$ cat config.mk
export PLATFORM = sky130hd
export DESIGN_NAME = path_violation_filter
export DESIGN_NICKNAME = d
export VERILOG_FILES = /design/src/rtl/path_violation_filter.sv
export SDC_FILE = /design/constraint.sdc
export NUM_CORES = 1
export LEC_CHECK = 0
export BUFFER_PORTS_ARGS = -buffer_cell sky130_fd_sc_hd__buf_4
export CORE_UTILIZATION = 45
export CTS_BUF_LIST = sky130_fd_sc_hd__clkbuf_4
export DETAILED_ROUTE_END_ITERATION = 8
export PLACE_DENSITY = 0.63
export SLEW_MARGIN = 0
export SYNTH_ARGS = -nofsm -noshare
export SYNTH_HDL_FRONTEND = slang
export SYNTH_SLANG_ARGS = --single-unit
$ cat constraint.sdc
create_clock -name clk -period 2.8 [get_ports clk]
set_input_delay 0.56 -clock clk [delete_from_list [all_inputs] [get_ports clk]]
set_output_delay 0.56 -clock clk [all_outputs]
set_load 0.02 [all_outputs]
$ cat src/rtl/path_violation_filter.sv
module path_violation_filter #(
  parameter int ENTRIES = 4,
  parameter int ADDR_W  = 8,
  parameter int VER_W   = 4,
  parameter int DIR_W   = 3
) (
  input  logic              clk,
  input  logic              rst_n,
  input  logic              ld_valid,
  input  logic [ADDR_W-1:0] ld_addr,
  input  logic [VER_W-1:0]  ld_ver,
  input  logic [DIR_W-1:0]  ld_dir,
  input  logic              rd_valid,
  input  logic [ADDR_W-1:0] rd_addr,
  input  logic [VER_W-1:0]  rd_ver,
  output logic              rd_hit,
  input  logic              st_valid,
  input  logic [ADDR_W-1:0] st_addr,
  input  logic [VER_W-1:0]  st_ver,
  input  logic              fork_valid,
  input  logic              res_valid,
  input  logic              res_taken,
  input  logic              own_st_valid,
  output logic              st_publish,
  input  logic              commit,
  output logic              restart,
  output logic              mp_mode,
  output logic              stall
);
  localparam int LW = $clog2(DIR_W + 1);

  logic [ENTRIES-1:0] v_q, pend_q;
  logic [ADDR_W-1:0]  addr_q [ENTRIES];
  logic [VER_W-1:0]   ver_q  [ENTRIES];
  logic [DIR_W-1:0]   dir_q  [ENTRIES];
  logic [DIR_W-1:0]   msk_q  [ENTRIES];
  logic [LW-1:0]      fp_q, rp_q;
  logic               ovf_q, restart_q;

  logic [ENTRIES-1:0] hit, kill, alloc_oh, v_n, pend_n, rd_m;
  logic [DIR_W-1:0]   lvl_oh, mask_new;
  logic               fork_ok, res_ok, full, drop, ld_ok, viol_now, exit_mp, restart_now;
  logic [LW-1:0]      fp_n, rp_n;

  function automatic logic [DIR_W-1:0] below(input logic [LW-1:0] n);
    logic [DIR_W-1:0] m;
    for (int k = 0; k < DIR_W; k++) m[k] = (k < int'(n));
    return m;
  endfunction

  assign mp_mode    = fp_q != rp_q;
  assign st_publish = own_st_valid & ~mp_mode;
  assign stall      = ovf_q;
  assign restart    = restart_q;
  assign rd_hit     = |rd_m;

  assign fork_ok  = fork_valid & (fp_q < LW'(DIR_W));
  assign res_ok   = res_valid & mp_mode;
  assign fp_n     = fp_q + LW'(fork_ok);
  assign rp_n     = rp_q + LW'(res_ok);
  assign lvl_oh   = DIR_W'(1) << rp_q;
  assign mask_new = below(fp_q) & ~below(rp_n);
  assign full     = &v_q;
  assign drop     = res_ok & ((|(ld_dir & lvl_oh)) != res_taken);
  assign ld_ok    = ld_valid & ~full & ~drop;
  assign viol_now = ~mp_mode & (|hit);
  assign exit_mp  = mp_mode & (fp_n == rp_n);

  always_comb begin
    alloc_oh = '0;
    for (int i = 0; i < ENTRIES; i++) begin
      rd_m[i] = rd_valid & v_q[i] & (addr_q[i] == rd_addr) & (ver_q[i] == rd_ver);
      hit[i]  = st_valid & v_q[i] & (addr_q[i] == st_addr) & (st_ver < ver_q[i]);
      kill[i] = res_ok & v_q[i] & (|(msk_q[i] & lvl_oh)) &
                ((|(dir_q[i] & lvl_oh)) != res_taken);
      if (!v_q[i] && alloc_oh == '0) alloc_oh[i] = 1'b1;
    end
    v_n    = (v_q & ~kill) | (ld_ok ? alloc_oh : '0);
    pend_n = (pend_q | (mp_mode ? hit : '0)) & ~kill;
    restart_now = exit_mp & (|(pend_n & v_q & ~kill));
  end

  always_ff @(posedge clk) begin
    if (!rst_n) begin
      v_q <= '0; pend_q <= '0; fp_q <= '0; rp_q <= '0;
      ovf_q <= 1'b0; restart_q <= 1'b0;
      for (int i = 0; i < ENTRIES; i++) begin
        addr_q[i] <= '0; ver_q[i] <= '0; dir_q[i] <= '0; msk_q[i] <= '0;
      end
    end else if (viol_now || commit) begin
      v_q <= '0; pend_q <= '0; fp_q <= '0; rp_q <= '0;
      ovf_q <= 1'b0; restart_q <= viol_now;
    end else begin
      restart_q <= restart_now;
      for (int i = 0; i < ENTRIES; i++) begin
        if (ld_ok && alloc_oh[i]) begin
          addr_q[i] <= ld_addr;
          ver_q[i]  <= ld_ver;
          dir_q[i]  <= ld_dir;
          msk_q[i]  <= mask_new;
        end
      end
      if (exit_mp) begin
        v_q    <= restart_now ? '0 : v_n;
        pend_q <= '0;
        fp_q   <= '0;
        rp_q   <= '0;
        ovf_q  <= 1'b0;
        for (int i = 0; i < ENTRIES; i++) begin
          dir_q[i] <= '0;
          msk_q[i] <= '0;
        end
      end else begin
        v_q    <= v_n;
        pend_q <= pend_n;
        fp_q   <= fp_n;
        rp_q   <= rp_n;
        if (ld_valid && full) ovf_q <= 1'b1;
      end
    end
  end
endmodule

# Word level (Yosys, flattened, before mapping)
# Memory sizes are Yosys's and may differ from the RTL's.
# Index checks and enable logic that the tools add are counted.
# Widths: inputs -> output; s select.
word_totals:
  output_inout_bits: 5
  word_cells: 217
  mem_count: 4
  mem_bits_rw: 72
  register_bits: 14
  inputBits: 49
classes:
  n_reduce_logical: 29
  muxes: 54
  addsub: 2
  n_eq_ne: 19
  n_shift: 1
  order_cmp: 11
  bitwise_logic: 91
memory_table:
  columns: ["name", "words", "word_bits", "rd", "rd_clocked_by_memory_dff", "write_ports", "line_no", "rtl"]
  rows:
  - ["addr_q", 4, 8, 4, 0, 4, "33", "logic [ADDR_W-1:0] addr_q [ENTRIES];"]
  - ["ver_q", 4, 4, 4, 0, 4, "34", "logic [VER_W-1:0] ver_q [ENTRIES];"]
  - ["dir_q", 4, 3, 4, 0, 4, "35", "logic [DIR_W-1:0] dir_q [ENTRIES];"]
  - ["msk_q", 4, 3, 4, 0, 4, "36", "logic [DIR_W-1:0] msk_q [ENTRIES];"]
op_table:
  columns: ["cell", "count"]
  rows:
  - ["$eq 8x8->1", 8]
  - ["$mux 3", 16]
  - ["$and 1x1->1", 45]
  - ["$mux 4", 8]
  - ["$mux 8", 4]
  - ["$and 3x3->3", 10]
  - ["$reduce_or 3->1", 10]
  - ["$mux 1", 26]
  - ["$or 1x1->1", 24]
  - ["$and 4x4->4", 4]
  - ["$eq 4x4->1", 4]
  - ["$lt 4x4->1", 4]
  - ["$reduce_or 4->1", 3]
  - ["$logic_and 1x1->1", 8]
  - ["$lt 1x2->1 const A", 4]
  - ["$or 4x4->4", 2]
  - ["$ne 1x1->1", 5]
  - ["$add 2x1->2", 2]
  - ["$lt 2x2->1 const A", 2]
  - ["$not 1->1", 4]
  - ["$not 4->4", 1]
  - ["$reduce_and 4->1", 1]
  - ["$logic_not 1->1", 3]
  - ["$logic_not 3->1", 1]
  - ["8 further kinds", 8]

# Depth between registers and ports, before layout
depth:
  depth_word: 16
  ltp_mapped: 11
  mapped_depth_nobuf: 10

# Least setup slack after synthesis
# OpenSTA, ideal clock, no wires.
synth_timing:
  path_kind: "reg2reg"
  startpoint: "register rp_q[1]"
  endpoint: "memory dir_q[1][0], enable pin"
  n_path_buf: 1
  path_stages_with_launch: 12
  path_slack_ns: -0.141
  period_less_slack_ns: 2.941
  setup_time_ns: 0.377
  arrival_time_ns: 2.564
  required_ns: 2.423
  path_cell_list: "dfxtp_1 -> buf_2 -> xor2_1 -> o21ai_1 -> inv_1 -> ha_1 -> xnor2_1 -> xnor2_1 -> nand3_1 -> inv_1 -> a21oi_1 -> o21ai_0"
synth_rtl:
  columns: ["item", "line_no", "rtl"]
  rows:
  - ["from (decl)", "37", "logic [LW-1:0] fp_q, rp_q;"]
  - ["from (signal assigned)", "117", "rp_q <= rp_n;"]
  - ["to (decl)", "35", null]

==> impl_metrics.json <==
{
  "slowest_delay_ns": 0.45,
  "drt_iter0_drc": 235,
  "antenna_found_initial": 1,
  "grt_pass1_wl_mm": 23.4,
  "cts.path.max_buffers": 2,
  "worst_hold_startpoint": "ld_dir[2]",
  "path_delay_family": "simple AND/OR/NAND/NOR gates",
  "cts_tree": "yes",
  "numPortBuffers": 53,
  "ioPinCount": 54,
  "start_kind": "register",
  "powerDensity_nw_per_um2": 413,
  "grt_start_max_net_pins": 24,
  "status": "finished clean",
  "grt-ovfl-total": 0,
  "drv_slew": 0,
  "synth-main-ff-cell": "edfxtp_1",
  "crit_buf_inv": 1,
  "finClkSkew_ns": 0.0212,
  "synthCells": 517,
  "startpoint": "ver_q[1][1]",
  "rsz0062_at_grt": "no",
  "fp-row-count": 38,
  "fin_crit_sh_pct": 97.1,
  "drc_errors": 0,
  "clock.fmax_mhz": 368,
  "pwr-share-clk_pct": 25.1,
  "synth_mux_area_share_pct": 2.28,
  "clock-root-buffer": "clkbuf_4",
  "drive_gt1_share_pct": 23.2,
  "maxCapViolCount": 0,
  "synthSimpleGateAreaFrac_pct": 18.2,
  "end_kind": "primary output",
  "seq_area_frac_synth_pct": 44.6,
  "cp.required_ns": 2.24,
  "routabilityCongestion": 0.972,
  "power.switching_w": 0.000780,
  "routed_via_density": 5.81,
  "htreeDepth": 3,
  "critPathArrivalTime_ns": 2.16,
  "cts_made_buffers": 9,
  "synth_top_family_by_area": "simple AND/OR/NAND/NOR gates",
  "ys_ff_latch": 86,
  "grt_util_all_layers_pct": 27.4,
  "start_util_pct": 47.1,
  "syn_area_um2": 5210,
  "synth-compound-area-share_pct": 12.9,
  "worst_slew_pin_slew_ns": 0.717,
  "holdBufCountCts": 0,
  "synth_xor_area_share_pct": 14.8,
  "cpMaxStageDelayCell": "edfxtp_1",
  "fillers": 1008,
  "synthToLayoutAreaGrowth_pct": 20.2,
  "synthAdderAreaFrac_pct": 3.36,
  "wl_per_cell_um": 20.2,
  "vias": 4401,
  "synth_top_cell_area_share_pct": 34.6,
  "finalCriticalPeriod_ns": 2.72,
  "synthDistinctLibCells": 60,
  "core_um2": 11100,
  "post_cts.repair.setup_buffers": 0,
  "hp-class": "in2reg",
  "synth-edff-count": 60,
  "clk_pin_slew_ns": 0.15,
  "multiInputGateArea_um2": 2730,
  "die_h_um": 110,
  "dpl.cell_count": 740,
  "report.final.setup_viol": 0,
  "cts_resized": 0,
  "hold_violations": 0,
  "slew_headroom_pct": 51.8,
  "nNetsFinal": 674,
  "first_pass_iters": 4,
  "r2r-start": "addr_q[2][4]",
  "mostFrequentLayoutCells": "buf_4 (103), nor2_1 (69), xor2_1 (60), edfxtp_1 (60), nand2_1 (33)",
  "power.leakage_nw": 2.46,
  "synth_area_leaders": "edfxtp_1 (35%), xor2_1 (10%), dfxtp_1 (10%)",
  "comb_power_share_pct": 19.1,
  "final_common_cell": "buf_4",
  "avgSynthCellArea_um2": 10.1,
  "yosysTopAreaCell": "edfxtp_1",
  "worstPathCellList": "xor2_1, nor4_2, nand4_1, o22ai_1, or2_2, buf_4",
  "syn-num-nets": 580,
  "routed_wl_mm": 15.3,
  "stdcell_count": 757,
  "power.internal_w": 0.00181,
  "cp_max_fo": 2,
  "die_area_um2": 12000,
  "grt_pass1_vias": 4429,
  "seqPwrFrac_pct": 55.8,
  "clk_latency_ns": 0.48,
  "cts_sinks": 86,
  "crit_type": "reg2out",
  "drtAntennaViolNets": 0,
  "dieWidth_um": 110,
  "async_reset_ff_share_pct": 0,
  "seq_area_um2": 2320,
  "max-vdd-ir-drop_uv": 390,
  "yosysWarnings": 0,
  "hold_ws_ns": 0.395,
  "sw_frac_of_total_pct": 30.1,
  "final.setup.tns_ns": 0,
  "dp_hpwl_mm": 12.5
}
flip-flops by register name (all words and copies together), names as in the netlist:
name	flops
addr_q	32
v_q	4
msk_q	12
dir_q	12
ver_q	16
stall	1
fp_q	2
pend_q	4
restart	1
rp_q	2
metrics by stage:
step	util [%]	cell area, um^2	worst slack (ns)	total power, W
final	56.6	6270	0.0820	0.00259
after floorplan	-	5220	0.00143	0.00172
after global placement	55.0	6100	-0.136	0.00194
after global routing	56.6	6270	0.0193	0.00271
after CTS	56.2	6220	0.0299	0.00259
after detailed placement	55.0	6100	-0.0969	0.00195
final timing paths:
path                            slack (ns)           to  cells after the start
worst min-delay path                  0.40  dir_q[0][2]                      2
worst max-delay path                  0.08       rd_hit                      6
worst max register to register        0.08  ver_q[2][2]                      7
worst min register to register        0.48  msk_q[0][2]                      1
logic make-up (layout without fill, tap and decap cells):
| kind of cell | after synthesis | in the layout |
|---|---|---|
| mux | 10 | 10 |
| fa+ha+maj | 14 | 14 |
| compound gates | 80 | 80 |
| buf+inv | 48 | 147 |
| other cells | 0 | 1 |
| flops | 86 | 86 |
| simple gates | 191 | 191 |
| xor+xnor | 88 | 88 |
power groups by stage:
stage / sequential (W) / clock [W] / combinational, W
3_3_place_gp: 0.00147 / 0 / 0.000474
4_1_cts: 0.00144 / 0.000665 / 0.000483
3_5_place_dp: 0.00147 / 0 / 0.000481
2_1_floorplan: 0.00146 / 0 / 0.000256
6_report: 0.00144 / 0.000651 / 0.000494
5_1_grt: 0.00145 / 0.000724 / 0.000531
routing by layer:
metal,share of wire [%],GRT usage (%)
met5,0,0
met4,5.3,16.8
met3,5.1,6.34
met2,49,47.0
met1,40,30.7
cell type report:
type                            instances  area share, %
Antenna cell                            1         0.0399
Clock buffer                            9           1.08
Clock inverter                          7          0.919
Inverter                               26           1.56
Multi-Input combinational cell        383           43.6
Sequential cell                        86           37.1
Tap cell                              140           2.80
Timing Repair Buffer                  105           13.0
synthesized netlist by cell type, types with 4 or more instances:
cell and instances:
inv_1 26, o2111ai_1 6, a32o_1 15, nor4_1 28
ha_1 14, a211oi_1 6, dfxtp_1 26, nor3_1 8
xnor2_1 28, nor2b_1 5, and2_1 4, a21oi_1 6
clkbuf_1 15, edfxtp_1 60, buf_2 5, a22oi_1 4
nand2b_1 7, nand2_1 34, xor2_1 60, nand4_1 16
o21ai_0 6, nor2_1 69, mux2_2 7
Power figures use the tool's default switching activity.
